File: config.mk
export PLATFORM = sky130hd
export DESIGN_NAME = sysio_regbank
export DESIGN_NICKNAME = d
export VERILOG_FILES = /design/src/rtl/sysio_pkg.sv /design/src/rtl/sysio_sync.sv /design/src/rtl/sysio_tick_gen.sv /design/src/rtl/sysio_upcnt.sv /design/src/rtl/sysio_prescale.sv /design/src/rtl/sysio_regbank.sv
export SDC_FILE = /design/constraint.sdc
export NUM_CORES = 1
export LEC_CHECK = 0
export ABC_AREA = 1
export BUFFER_PORTS_ARGS = -buffer_cell sky130_fd_sc_hd__buf_2
export CAP_MARGIN = 5
export CORE_ASPECT_RATIO = 1.25
export CORE_UTILIZATION = 40
export CTS_CLUSTER_SIZE = 10
export DETAILED_ROUTE_END_ITERATION = 10
export SYNTH_ARGS = -nofsm -noshare
export SYNTH_HDL_FRONTEND = slang
export SYNTH_SLANG_ARGS = --single-unit
File: constraint.sdc
create_clock -name clk -period 1.7 [get_ports clk]
set_input_delay 0.085 -clock clk [delete_from_list [all_inputs] [get_ports clk]]
set_output_delay 0.085 -clock clk [all_outputs]
set_load 0.005 [all_outputs]
File: src/rtl/sysio_pkg.sv
package sysio_pkg;

  localparam int unsigned DW = 32;

  // word indexes (byte offset / 4)
  localparam int unsigned IDX_LED   = 0;
  localparam int unsigned IDX_BTN   = 2;
  localparam int unsigned IDX_SEC   = 4;
  localparam int unsigned IDX_CENTI = 5;
  localparam int unsigned IDX_CYC   = 6;
  localparam int unsigned IDX_PSRLD = 7;
  localparam int unsigned IDX_PSCUR = 8;
  localparam int unsigned IDX_SW    = 10;
  localparam int unsigned IDX_MISC  = 19;

  localparam int unsigned LED_N  = 2;
  localparam int unsigned BTN_N  = 2;
  localparam int unsigned SW_N   = 8;
  localparam int unsigned MISC_N = 8;

  // chip selects (bits 0,1,2,7) idle high
  localparam logic [MISC_N-1:0] MISC_RST = 8'h87;

  typedef struct packed {
    logic led;
    logic misc;
    logic sec;
    logic centi;
    logic cyc;
    logic psrld;
    logic pscur;
  } wr_dec_t;

  function automatic logic [DW-1:0] prescale_next(input logic [DW-1:0] cur,
                                                  input logic [DW-1:0] rld);
    return (cur == '0) ? rld : cur - DW'(1);
  endfunction

  function automatic logic is_mapped(input logic [31:0] idx);
    case (idx)
      IDX_LED, IDX_BTN, IDX_SEC, IDX_CENTI, IDX_CYC,
      IDX_PSRLD, IDX_PSCUR, IDX_SW, IDX_MISC: return 1'b1;
      default: return 1'b0;
    endcase
  endfunction

endpackage

File: src/rtl/sysio_sync.sv
module sysio_sync #(
  parameter int unsigned W = 1
) (
  input  logic         clk,
  input  logic         rst_n,
  input  logic [W-1:0] d_in,
  output logic [W-1:0] q_out
);
  logic [W-1:0] stage1;

  always_ff @(posedge clk or negedge rst_n) begin
    if (!rst_n) begin
      stage1 <= '0;
      q_out  <= '0;
    end else begin
      stage1 <= d_in;
      q_out  <= stage1;
    end
  end
endmodule

File: src/rtl/sysio_tick_gen.sv
module sysio_tick_gen #(
  parameter int unsigned DIV = 100
) (
  input  logic clk,
  input  logic rst_n,
  output logic tick
);
  localparam int unsigned CW = (DIV > 1) ? $clog2(DIV) : 1;
  localparam logic [CW-1:0] LAST = CW'(DIV - 1);

  logic [CW-1:0] cnt;

  assign tick = (cnt == LAST);

  always_ff @(posedge clk or negedge rst_n) begin
    if (!rst_n)    cnt <= '0;
    else if (tick) cnt <= '0;
    else           cnt <= cnt + CW'(1);
  end
endmodule

File: src/rtl/sysio_upcnt.sv
module sysio_upcnt #(
  parameter int unsigned W = 32
) (
  input  logic         clk,
  input  logic         rst_n,
  input  logic         ld,
  input  logic [W-1:0] ld_val,
  input  logic         inc,
  output logic [W-1:0] cnt_q
);
  always_ff @(posedge clk or negedge rst_n) begin
    if (!rst_n)   cnt_q <= '0;
    else if (ld)  cnt_q <= ld_val;
    else if (inc) cnt_q <= cnt_q + W'(1);
  end
endmodule

File: src/rtl/sysio_prescale.sv
module sysio_prescale
  import sysio_pkg::*;
(
  input  logic          clk,
  input  logic          rst_n,
  input  logic          ld_reload,
  input  logic          ld_cur,
  input  logic [DW-1:0] wdata,
  output logic [DW-1:0] reload_q,
  output logic [DW-1:0] cur_q,
  output logic          expire
);
  assign expire = (cur_q == '0);

  always_ff @(posedge clk or negedge rst_n) begin
    if (!rst_n)         reload_q <= '0;
    else if (ld_reload) reload_q <= wdata;
  end

  always_ff @(posedge clk or negedge rst_n) begin
    if (!rst_n)      cur_q <= '0;
    else if (ld_cur) cur_q <= wdata;
    else             cur_q <= prescale_next(cur_q, reload_q);
  end
endmodule

File: src/rtl/sysio_regbank.sv
module sysio_regbank
  import sysio_pkg::*;
#(
  parameter int unsigned CLK_HZ = 50_000_000,
  parameter int unsigned ADDR_W = 12
) (
  input  logic              clk,
  input  logic              rst_n,
  input  logic [ADDR_W-1:0] bus_addr,
  input  logic              bus_wr,
  input  logic [DW-1:0]     bus_wdata,
  output logic [DW-1:0]     bus_rdata,
  input  logic [BTN_N-1:0]  btn_in,
  input  logic [SW_N-1:0]   sw_in,
  output logic [LED_N-1:0]  led_out,
  output logic [MISC_N-1:0] misc_out
);
  localparam int unsigned NRATE     = 2;
  localparam int unsigned DIV_SEC   = CLK_HZ;
  localparam int unsigned DIV_CENTI = CLK_HZ / 100;
  localparam int unsigned IN_N      = BTN_N + SW_N;

  // address decode
  logic [31:0] byte_off;
  logic [31:0] widx;
  wr_dec_t     wsel;

  assign byte_off = 32'(bus_addr);
  assign widx     = byte_off >> 2;

  always_comb begin
    wsel       = '0;
    wsel.led   = bus_wr && (widx == IDX_LED);
    wsel.misc  = bus_wr && (widx == IDX_MISC);
    wsel.sec   = bus_wr && (widx == IDX_SEC);
    wsel.centi = bus_wr && (widx == IDX_CENTI);
    wsel.cyc   = bus_wr && (widx == IDX_CYC);
    wsel.psrld = bus_wr && (widx == IDX_PSRLD);
    wsel.pscur = bus_wr && (widx == IDX_PSCUR);
  end

  // named internal events for the checker
  logic          wr_sec, wr_centi, wr_cyc, wr_ps_cur;
  logic          tick_1hz, tick_100hz, ps_expire;
  logic [DW-1:0] sec_cnt, centi_cnt, cyc_cnt, ps_cur, ps_reload;

  assign wr_sec    = wsel.sec;
  assign wr_centi  = wsel.centi;
  assign wr_cyc    = wsel.cyc;
  assign wr_ps_cur = wsel.pscur;

  // output registers
  logic [LED_N-1:0]  led_q;
  logic [MISC_N-1:0] misc_q;

  always_ff @(posedge clk or negedge rst_n) begin
    if (!rst_n)        led_q <= '0;
    else if (wsel.led) led_q <= bus_wdata[LED_N-1:0];
  end

  always_ff @(posedge clk or negedge rst_n) begin
    if (!rst_n)         misc_q <= MISC_RST;
    else if (wsel.misc) misc_q <= bus_wdata[MISC_N-1:0];
  end

  assign led_out  = led_q;
  assign misc_out = misc_q;

  // input capture
  logic [IN_N-1:0] in_sync;

  sysio_sync #(.W(IN_N)) u_sync (
    .clk   (clk),
    .rst_n (rst_n),
    .d_in  ({sw_in, btn_in}),
    .q_out (in_sync)
  );

  // fixed-rate counters: index 0 seconds, index 1 centiseconds
  logic [NRATE-1:0] rate_tick;
  logic [NRATE-1:0] rate_ld;
  logic [DW-1:0]    rate_cnt [NRATE];

  assign rate_ld = {wsel.centi, wsel.sec};

  for (genvar g = 0; g < NRATE; g++) begin : g_rate
    localparam int unsigned DIV = (g == 0) ? DIV_SEC : DIV_CENTI;

    sysio_tick_gen #(.DIV(DIV)) u_tick (
      .clk   (clk),
      .rst_n (rst_n),
      .tick  (rate_tick[g])
    );

    sysio_upcnt #(.W(DW)) u_cnt (
      .clk    (clk),
      .rst_n  (rst_n),
      .ld     (rate_ld[g]),
      .ld_val (bus_wdata),
      .inc    (rate_tick[g]),
      .cnt_q  (rate_cnt[g])
    );
  end

  assign tick_1hz   = rate_tick[0];
  assign tick_100hz = rate_tick[1];
  assign sec_cnt    = rate_cnt[0];
  assign centi_cnt  = rate_cnt[1];

  // prescaled cycle counter
  sysio_prescale u_ps (
    .clk       (clk),
    .rst_n     (rst_n),
    .ld_reload (wsel.psrld),
    .ld_cur    (wsel.pscur),
    .wdata     (bus_wdata),
    .reload_q  (ps_reload),
    .cur_q     (ps_cur),
    .expire    (ps_expire)
  );

  sysio_upcnt #(.W(DW)) u_cyc (
    .clk    (clk),
    .rst_n  (rst_n),
    .ld     (wsel.cyc),
    .ld_val (bus_wdata),
    .inc    (ps_expire),
    .cnt_q  (cyc_cnt)
  );

  // read path
  always_comb begin
    case (widx)
      IDX_LED:   bus_rdata = DW'(led_q);
      IDX_BTN:   bus_rdata = DW'(in_sync[BTN_N-1:0]);
      IDX_SW:    bus_rdata = DW'(in_sync[IN_N-1:BTN_N]);
      IDX_SEC:   bus_rdata = sec_cnt;
      IDX_CENTI: bus_rdata = centi_cnt;
      IDX_CYC:   bus_rdata = cyc_cnt;
      IDX_PSRLD: bus_rdata = ps_reload;
      IDX_PSCUR: bus_rdata = ps_cur;
      IDX_MISC:  bus_rdata = DW'(misc_q);
      default:   bus_rdata = '0;
    endcase
  end
endmodule

==> results of run 1 <==
## cell type report
type | instances | share of cell area, %
Tap cell | 504 | 2.70
Clock buffer | 44 | 3.83
Timing Repair Buffer | 511 | 19.0
Inverter | 348 | 5.82
Sequential cell | 235 | 25.3
Multi-Input combinational cell | 1925 | 43.3
Clock inverter | 6 | 0.129
## cell families after synthesis
| logic type | count (synthesis) | share of synthesized area (%) |
|---|---|---|
| buffers and inverters | 415 | 10.4 |
| and+or+nand+nor | 1684 | 43.5 |
| AOI/OAI and AO/OA | 156 | 5.09 |
| adders and majority gates | 7 | 0.541 |
| xor gates and xnor gates | 77 | 4.17 |
| DFF | 235 | 36.4 |
## what timing repair did
item	4_1_cts	5_1_grt
hold endpoints to repair	389	20
buffers inserted	51	43
setup endpoints to repair	139	196
pin swaps	45	100
resized for setup	227	360
cloned	4	8
hold buffers	45	1
## placed cells by master, fill, tap and decap left out, types with 19 or more instances in the layout
cell type	n
buf_12	24
buf_2	87
buf_4	284
buf_6	61
clkbuf_16	37
dfrtp_1	216
dlygate4sd3_1	45
inv_1	259
inv_2	68
inv_4	19
nand2_1	873
nand2_2	45
nand2_4	28
nand3_1	240
nand3_2	65
nand4_1	42
nor2_1	226
nor2_2	62
nor2_4	38
nor3_1	34
o21ai_0	41
o21ai_1	52
xor2_1	65
## power by group
part	internal, mW	switching (mW)	leakage, nW
Clock	3.58	2.60	0.463
Combinational	2.46	3.06	8.10
Sequential	5.99	0.411	3.09
## synthesized netlist by cell type, types with 2 or more instances
cell	count	area, sq um
nand2_2	2	12.5
buf_2	30	150
buf_6	7	78.8
buf_4	8	60.1
inv_1	340	1280
nand3_2	4	40.0
dfrtp_1	231	5780
nor2_1	302	1130
ha_1	7	87.6
nand4_1	42	263
nand3b_1	7	52.6
dfstp_2	4	105
xnor2_1	11	96.3
inv_2	5	18.8
o21ai_1	24	120
clkbuf_1	22	82.6
o21ai_0	88	440
o22ai_1	29	181
nand3_1	312	1560
nor2_2	16	100
nor3b_1	4	30.0
o21a_1	2	15.0
clkinv_1	2	7.51
nor3_1	40	200
a21oi_1	12	60.1
nand2_1	946	3550
nor2_4	7	78.8
xor2_1	66	578
## final timing paths
check / start / endpoint / cells past startpoint
max: u_ps.cur_q[16] / u_cyc.cnt_q[15] / 11
min: sw_in[5] / u_sync.stage1[7] / 2
max reg2reg: u_ps.cur_q[16] / u_cyc.cnt_q[15] / 11
min reg2reg: u_sync.stage1[7] / u_sync.q_out[7] / 0
max in group asynchronous: rst_n / g_rate[1].u_cnt.cnt_q[3] / 4
min in group asynchronous: rst_n / g_rate[0].u_tick.cnt[22] / 3
## sequential cells by signal (all words and copies together) (netlist names)
register            count
g_rate.u_tick.cnt      45
g_rate.u_cnt.cnt_q     64
misc_out                8
u_sync.stage1          10
led_out                 2
u_sync.q_out           10
u_ps.reload_q          32
u_cyc.cnt_q            32
u_ps.cur_q             32
## layer usage
metal,GRT usage [%],vias up
met2,55.3,811
met3,4.16,190
met1,43.8,8960
met4,19.7,0
li1,-,9041
met5,0,-
## per-stage QoR
stage	hold WS, ns	power (mW)	cells	util, %	cell area [sq um]
6_report	0.150	18.1	3573	58.4	23400
5_1_grt	0.129	18.9	3573	58.4	23400
4_1_cts	0.116	17.3	3531	54.4	21800
3_5_place_dp	-0.0441	10.4	3383	48.2	19300
3_3_place_gp	-0.0463	10.4	3383	48.2	19300
2_1_floorplan	-0.211	8.03	2574	-	16200
==> impl_metrics.env, run 1 <==
export IMPL_multiInputGateArea_sq_mm=0.0101
export IMPL_tns_ns=-4.29
export IMPL_post_place_ws_ns=-0.228
export IMPL_antenna_found_initial=0
export IMPL_synth_seq_cells=235
export IMPL_cts_sinks=235
export IMPL_met1_length_mm=29.2
export IMPL_drt_wl_total_mm=71.1
export IMPL_slowest_stage="dfrtp_1"
export IMPL_end_kind="flop"
export IMPL_die_x_um=182
export IMPL_die_h_um=227
export IMPL_seq_area_frac_synth_pct=36.4
export IMPL_avgSynthCellArea_sq_um=6.29
export IMPL_clock_skew_ns=0.0157
export IMPL_dr_wl_met3_mm=4.59
export IMPL_clkTransAtPathRegs_ns=0.06
export IMPL_period_minus_slack_ns=1.84
export IMPL_setup_viol=76
export IMPL_yosysUniqueCellTypes=32
export IMPL_path_cells="nor2_2 > nand2_2 > nor2_4 > buf_4 > nand3_4 > buf_4 > nor2_4 > buf_12 > nor2_2 > nand2_1 > nand3_1"
export IMPL_grt_overflow_total=0
export IMPL_synth_warnings=0
export IMPL_worstSetupPathType="flop to flop"
export IMPL_fin_ws_ns=-0.139
export IMPL_hold_class="input pin to flop"
export IMPL_path_buf_inv=3
export IMPL_htree_levels=1
export IMPL_drc=0
export IMPL_ys_flop_type="dfrtp_1"
export IMPL_grt_pass1_vias=17900
export IMPL_worstPathMaxFanout=7
export IMPL_viasPerCell=5.32
export IMPL_io_buffers=96
export IMPL_cap_violations=0
export IMPL_fill_cells=3814
export IMPL_synthArstFlopShare_pct=100
export IMPL_io_pins=99
export IMPL_max_freq_mhz=544
export IMPL_synth_fp_nets=2638
export IMPL_syn_to_final_growth_pct=44.3
export IMPL_routed_top_layer="met4"
export IMPL_rsz0062_at_grt="true"
export IMPL_startpoint_type="flop"
export IMPL_grt_pass1_wl_mm=106
export IMPL_cp_top_family="simple AND/OR/NAND/NOR gates"
export IMPL_antennaDiodeCount=0
export IMPL_clk_latency_ns=0.59
export IMPL_netlist_instances=2574
export IMPL_r2r_setup_slack_ns=-0.14
export IMPL_dpl_hpwl_mm=53.2
export IMPL_grt_max_degree=61
export IMPL_cts_buffers_inserted=30
export IMPL_outcome="finished with violations"
export IMPL_final_hold_violation_count=0
export IMPL_cts_tree="yes"
export IMPL_vias=19000
export IMPL_post_route_period_util_pct=108
export IMPL_maxSlewViolCount=0
export IMPL_track_usage_pct=34.0
export IMPL_drive_gt1_share_pct=30.0
export IMPL_netlist_area_sq_mm=0.0162
export IMPL_max_slew_margin_pct=65.2
export IMPL_core_area_sq_mm=0.0400
export IMPL_cts_path_max_buffers=3
export IMPL_nets=3115
export IMPL_die_area_sq_mm=0.0413
export IMPL_start_util_pct=40.5
export IMPL_antenna_left=0
export IMPL_max_vdd_ir_drop_mv=0.903
export IMPL_drtIter0Drc=1792
export IMPL_max_stage_delay_ns=0.40
export IMPL_cp_arrival_ns=2.30
export IMPL_cts_root_buf="clkbuf_16"
export IMPL_failed_checks="setup timing"
export IMPL_required_ns=2.16
export IMPL_wl_per_cell_um=19.9
export IMPL_power_density_mw_per_mm2=775
export IMPL_firstDrtPassIters=5
export IMPL_leakage_nw=11.7
export IMPL_worstMarginPinSlew_ns=0.521
export IMPL_routabilityCongestion=1.03
export IMPL_synth_edff_count=0
export IMPL_regArea_sq_mm=0.00590
export IMPL_num_rows=82
export IMPL_dr_wl_met2_mm=32.6
Note: power is estimated with default switching activity, not from simulation.
==> inputs of run 2 (changes only) <==
CORE_MARGIN = 3   (was unset)
==> impl_metrics.env, run 2 (same netlist as run 1, synthesis figures left out) <==
export IMPL_layout_commonest_cell="nand2_1"
export IMPL_dp_cells=3368
export IMPL_htree_levels=1
export IMPL_clk_latency_ns=0.60
export IMPL_drc=0
export IMPL_track_usage_pct=32.4
export IMPL_worstPathMaxFanout=4
export IMPL_combinationalPowerShare_pct=30.3
export IMPL_fin_ws_ns=-0.0671
export IMPL_grt_pass1_vias=18100
export IMPL_required_ns=1.62
export IMPL_share_seq_of_total_power_pct=35.0
export IMPL_antenna_found_initial=0
export IMPL_drt_wl_total_mm=73.2
export IMPL_switching_share_pct=33.4
export IMPL_die_x_um=186
export IMPL_drtIter0Drc=1595
export IMPL_power_internal_mw=12.1
export IMPL_failed_checks="setup timing"
export IMPL_cts_root_buf="clkbuf_16"
export IMPL_cts_tree="yes"
export IMPL_max_freq_mhz=566
export IMPL_power_density_mw_per_mm2=767
export IMPL_antenna_left=0
export IMPL_firstDrtPassIters=7
export IMPL_drive_gt1_share_pct=30.6
export IMPL_grt_pass1_wl_mm=107
export IMPL_hold_class="input pin to flop"
export IMPL_period_minus_slack_ns=1.77
export IMPL_outcome="finished with violations"
export IMPL_start_util_pct=41.0
export IMPL_num_rows=81
export IMPL_wl_per_cell_um=20.5
export IMPL_syn_to_final_growth_pct=46.2
export IMPL_top_register="g_rate.u_cnt.cnt_q"
export IMPL_cap_violations=0
export IMPL_startpoint_type="flop"
export IMPL_top_regs="g_rate.u_cnt.cnt_q x64, g_rate.u_tick.cnt x45"
export IMPL_max_vdd_ir_drop_mv=0.890
export IMPL_end_kind="output pin"
export IMPL_cts_sinks=235
export IMPL_die_area_sq_mm=0.0429
export IMPL_io_pins=99
export IMPL_leakage_nw=11.5
export IMPL_setup_viol=39
export IMPL_dpl_hpwl_mm=53.4
export IMPL_fin_cells=3575
export IMPL_io_buffers=96
export IMPL_worstMarginPinSlew_ns=0.614
export IMPL_rsz0062_at_grt="true"
export IMPL_largest_reg_flops=64
export IMPL_viasPerCell=5.35
export IMPL_nets=3121
export IMPL_grt_max_degree=56
export IMPL_whs_ns=0.0534
export IMPL_clock_skew_ns=0.0278
export IMPL_clkTransAtPathRegs_ns=0.06
export IMPL_maxSlewViolCount=0
export IMPL_post_route_period_util_pct=104
export IMPL_p_clk_share_pct=34.8
export IMPL_grt_overflow_total=0
export IMPL_max_slew_margin_pct=59.0
export IMPL_cts_path_max_buffers=3
export IMPL_antennaDiodeCount=0
export IMPL_cp_arrival_ns=1.68
export IMPL_p_switching_mw=6.07
export IMPL_routabilityCongestion=0.973
export IMPL_most_common_layout_cells="nand2_1, buf_4, inv_1"
export IMPL_die_h_um=231
export IMPL_cts_buffers_inserted=30
export IMPL_final_hold_violation_count=0
export IMPL_worstSetupPathType="flop to output pin"
export IMPL_vias=19100
export IMPL_core_area_sq_mm=0.0395
==> run 2: worst max-delay path, cell delays in order (launching register included) <==
cell and delay, ns:
dfrtp_1 0.43, inv_1 0.13, o22ai_1 0.18, inv_1 0.07, nand2_1 0.13, buf_2 0.14
==> run 2: worst paths after layout <==
path | startpoint | cells after the start | slack [ns] | end
max in group asynchronous | rst_n | 4 | 0.63 | g_rate[1].u_cnt.cnt_q[16]
worst max register to register | u_ps.cur_q[18] | 10 | -0.04 | u_ps.cur_q[14]
worst min register to register | u_sync.stage1[7] | 0 | 0.34 | u_sync.q_out[7]
worst min-delay path | bus_addr[4] | 5 | 0.05 | led_out[1]
worst max-delay path | u_cyc.cnt_q[10] | 5 | -0.07 | bus_rdata[10]
min in group asynchronous | rst_n | 3 | 0.46 | u_ps.reload_q[7]
==> run 2: metal layers <==
layer,global-route usage [%],up-vias,part of all wire (%)
met5,0,-,0
met3,3.39,181,6.1
met2,53.8,773,47
met1,42.4,9113,41
met4,14.8,0,5.6
li1,-,9043,-
==> run 2: what timing repair did <==
action,in CTS,in global routing
hold buffers,46,0
resized for setup,243,354
setup endpoints to repair,120,177
pin swaps,51,107
hold endpoints to repair,394,0
cloned,6,13
buffers inserted,50,48
==> run 2: power groups by stage <==
stage	clock network, mW	logic (mW)	registers (mW)
final	6.31	5.50	6.35
after CTS	6.40	4.79	6.31
after floorplan	0	1.66	6.37
after detailed placement	0	4.04	6.37
after global placement	0	4.03	6.36
after global routing	6.61	5.90	6.37
==> run 2: layout make-up <==
| class | instances | area (sq um) |
|---|---|---|
| Sequential cell | 235 | 5910 |
| Clock buffer | 46 | 882 |
| Fill cell | 3778 | 15900 |
| Multi-Input combinational cell | 1925 | 10200 |
| Inverter | 348 | 1370 |
| Tap cell | 498 | 623 |
| Clock inverter | 6 | 55.1 |
| Timing Repair Buffer | 517 | 4620 |
==> run 2: metrics by stage <==
step | power, mW | setup slack (ns) | TNS (ns) | util, % | area [sq um]
after global placement | 10.4 | -0.242 | -13.01 | 48.7 | 19200
final | 18.2 | -0.0671 | -0.801 | 59.9 | 23700
after CTS | 17.5 | -0.0714 | -0.424 | 55.2 | 21800
after floorplan | 8.03 | 0.0465 | 0 | - | 16200
after detailed placement | 10.4 | -0.322 | -16.21 | 48.7 | 19200
after global routing | 18.9 | -0.150 | -9.44 | 59.9 | 23700
==> inputs of run 3 (changes only) <==
CORE_ASPECT_RATIO = 0.75   (was 1.25)
==> impl_metrics.env, run 3 (same netlist as run 1, synthesis figures left out) <==
export IMPL_cts_path_max_buffers=3
export IMPL_cts_root_buf="clkbuf_16"
export IMPL_final_cell_area_sq_mm=0.0234
export IMPL_dpl_hpwl_mm=52.4
export IMPL_antenna_found_initial=1
export IMPL_share_seq_of_total_power_pct=36.8
export IMPL_drtIter0Drc=2102
export IMPL_path_buf_inv=2
export IMPL_die_area_sq_mm=0.0429
export IMPL_antennaDiodeCount=0
export IMPL_io_pins=99
export IMPL_cp_common_cell="nand2_2"
export IMPL_cp_top_family="simple AND/OR/NAND/NOR gates"
export IMPL_worstSetupPathType="flop to flop"
export IMPL_cts_tree="yes"
export IMPL_fill_cells=3776
export IMPL_clock_skew_ns=0.0124
export IMPL_combinationalPowerShare_pct=28.8
export IMPL_die_h_um=180
export IMPL_cap_violations=0
export IMPL_whs_ns=0.0338
export IMPL_leakage_nw=11.5
export IMPL_core_area_sq_mm=0.0397
export IMPL_start_util_pct=40.7
export IMPL_drc=0
export IMPL_nets=3084
export IMPL_num_rows=63
export IMPL_outcome="finished with violations"
export IMPL_htree_levels=1
export IMPL_switching_share_pct=33.4
export IMPL_io_buffers=96
export IMPL_top_regs="g_rate.u_cnt.cnt_q x64, g_rate.u_tick.cnt x45"
export IMPL_max_freq_mhz=557
export IMPL_clkTransAtPathRegs_ns=0.06
export IMPL_cts_buffers_inserted=29
export IMPL_vias=19200
export IMPL_startpoint_type="flop"
export IMPL_die_x_um=238
export IMPL_clk_latency_ns=0.57
export IMPL_cts_sinks=235
export IMPL_tns_ns=-2.21
export IMPL_firstDrtPassIters=7
export IMPL_cp_arrival_ns=2.30
export IMPL_end_kind="flop"
export IMPL_power_internal_mw=11.5
export IMPL_grt_max_degree=51
export IMPL_fin_ws_ns=-0.0968
export IMPL_layout_commonest_cell="nand2_1"
export IMPL_top_register="g_rate.u_cnt.cnt_q"
export IMPL_period_minus_slack_ns=1.80
export IMPL_drt_wl_total_mm=70.9
export IMPL_path_cells="ha_2 > nand3_2 > nor2_2 > nand2_1 > nor2_1 > nand2_2 > nor2_4 > buf_12 > clkbuf_16 > nand2_4 > nand2_2"
export IMPL_max_slew_margin_pct=62.4
export IMPL_slowest_stage="dfrtp_1"
export IMPL_failed_checks="setup timing"
export IMPL_most_common_layout_cells="nand2_1, inv_1, buf_4"
export IMPL_post_route_period_util_pct=106
export IMPL_drive_gt1_share_pct=31.4
export IMPL_wl_per_cell_um=19.9
export IMPL_syn_to_final_growth_pct=44.3
export IMPL_setup_viol=50
export IMPL_utilization_pct=58.8
export IMPL_rsz0062_at_grt="true"
export IMPL_final_hold_violation_count=0
export IMPL_hold_class="input pin to flop"
export IMPL_power_density_mw_per_mm2=740
export IMPL_routabilityCongestion=1.09
export IMPL_grt_overflow_total=0
export IMPL_viasPerCell=5.40
export IMPL_grt_pass1_wl_mm=104
export IMPL_worstPathMaxFanout=5
export IMPL_track_usage_pct=31.2
export IMPL_p_clk_share_pct=34.4
export IMPL_maxSlewViolCount=0
export IMPL_p_switching_mw=5.77
export IMPL_postPlaceCellArea_sq_mm=0.0191
export IMPL_required_ns=2.20
export IMPL_max_vdd_ir_drop_mv=0.687
export IMPL_largest_reg_flops=64
export IMPL_grt_pass1_vias=17900
export IMPL_max_stage_delay_ns=0.35
export IMPL_worstMarginPinSlew_ns=0.563
export IMPL_antenna_left=0
==> run 3: layer usage <==
layer | share of wire, % | up-vias | global-route usage [%]
met5 | 0.017 | - | 0
met4 | 3.2 | 2 | 7.32
met3 | 10 | 157 | 6.50
met2 | 43 | 862 | 47.7
met1 | 44 | 9206 | 45.2
li1 | - | 8955 | -
==> run 3: cell type report <==
class                      instances  area [sq um]  area share (%)
clock inverter                     1          5.00          0.0214
inverter                         348          1340            5.74
sequential                       235          5910            25.3
clock buffer                      43           858            3.67
tap                              520           651            2.79
timing repair inverter             1          5.00          0.0214
multi-input combinational       1925         10300            44.1
timing repair buffer             480          4290            18.4
==> run 3: what timing repair did <==
action,CTS,global route
setup buffers,33,50
gates resized for setup,148,483
pin swaps,39,127
setup endpoints to repair,146,173
endpoints found under the hold margin,388,0
cloned,0,18
hold buffers,43,0
==> run 3: final timing paths <==
kind,start,to,slack [ns],depth (start not counted)
setup / recovery,g_rate[0].u_tick.cnt[1],g_rate[0].u_cnt.cnt_q[26],-0.1,11
hold / removal,bus_wr,u_ps.reload_q[14],0.03,4
setup reg to reg,g_rate[0].u_tick.cnt[1],g_rate[0].u_cnt.cnt_q[26],-0.1,11
hold reg to reg,u_sync.stage1[7],u_sync.q_out[7],0.35,0
max in group asynchronous,rst_n,misc_out[7],0.99,3
min in group asynchronous,rst_n,g_rate[0].u_tick.cnt[9],0.05,2
==> run 3: tightest hold or removal path: stages <==
cell and delay (ns):
buf_2 0.15, buf_4 0.19, nand3_1 0.09, nand2_1 0.05
==> run 3: stage by stage <==
stage | power, mW | setup WS (ns) | std cells
2_1_floorplan | 8.03 | 0.0465 | 2574
6_report | 17.3 | -0.0968 | 3553
4_1_cts | 16.5 | -0.142 | 3488
3_3_place_gp | 10.2 | -0.207 | 3371
3_5_place_dp | 10.1 | -0.237 | 3371
5_1_grt | 18.0 | -0.190 | 3553
==> run 3: power groups by stage <==
stage	Combinational (mW)	Sequential (mW)	Clock, mW
after floorplan	1.66	6.37	0
after global placement	3.82	6.34	0
after detailed placement	3.80	6.35	0
after CTS	4.17	6.28	6.04
after global routing	5.36	6.39	6.24
final	4.98	6.36	5.95
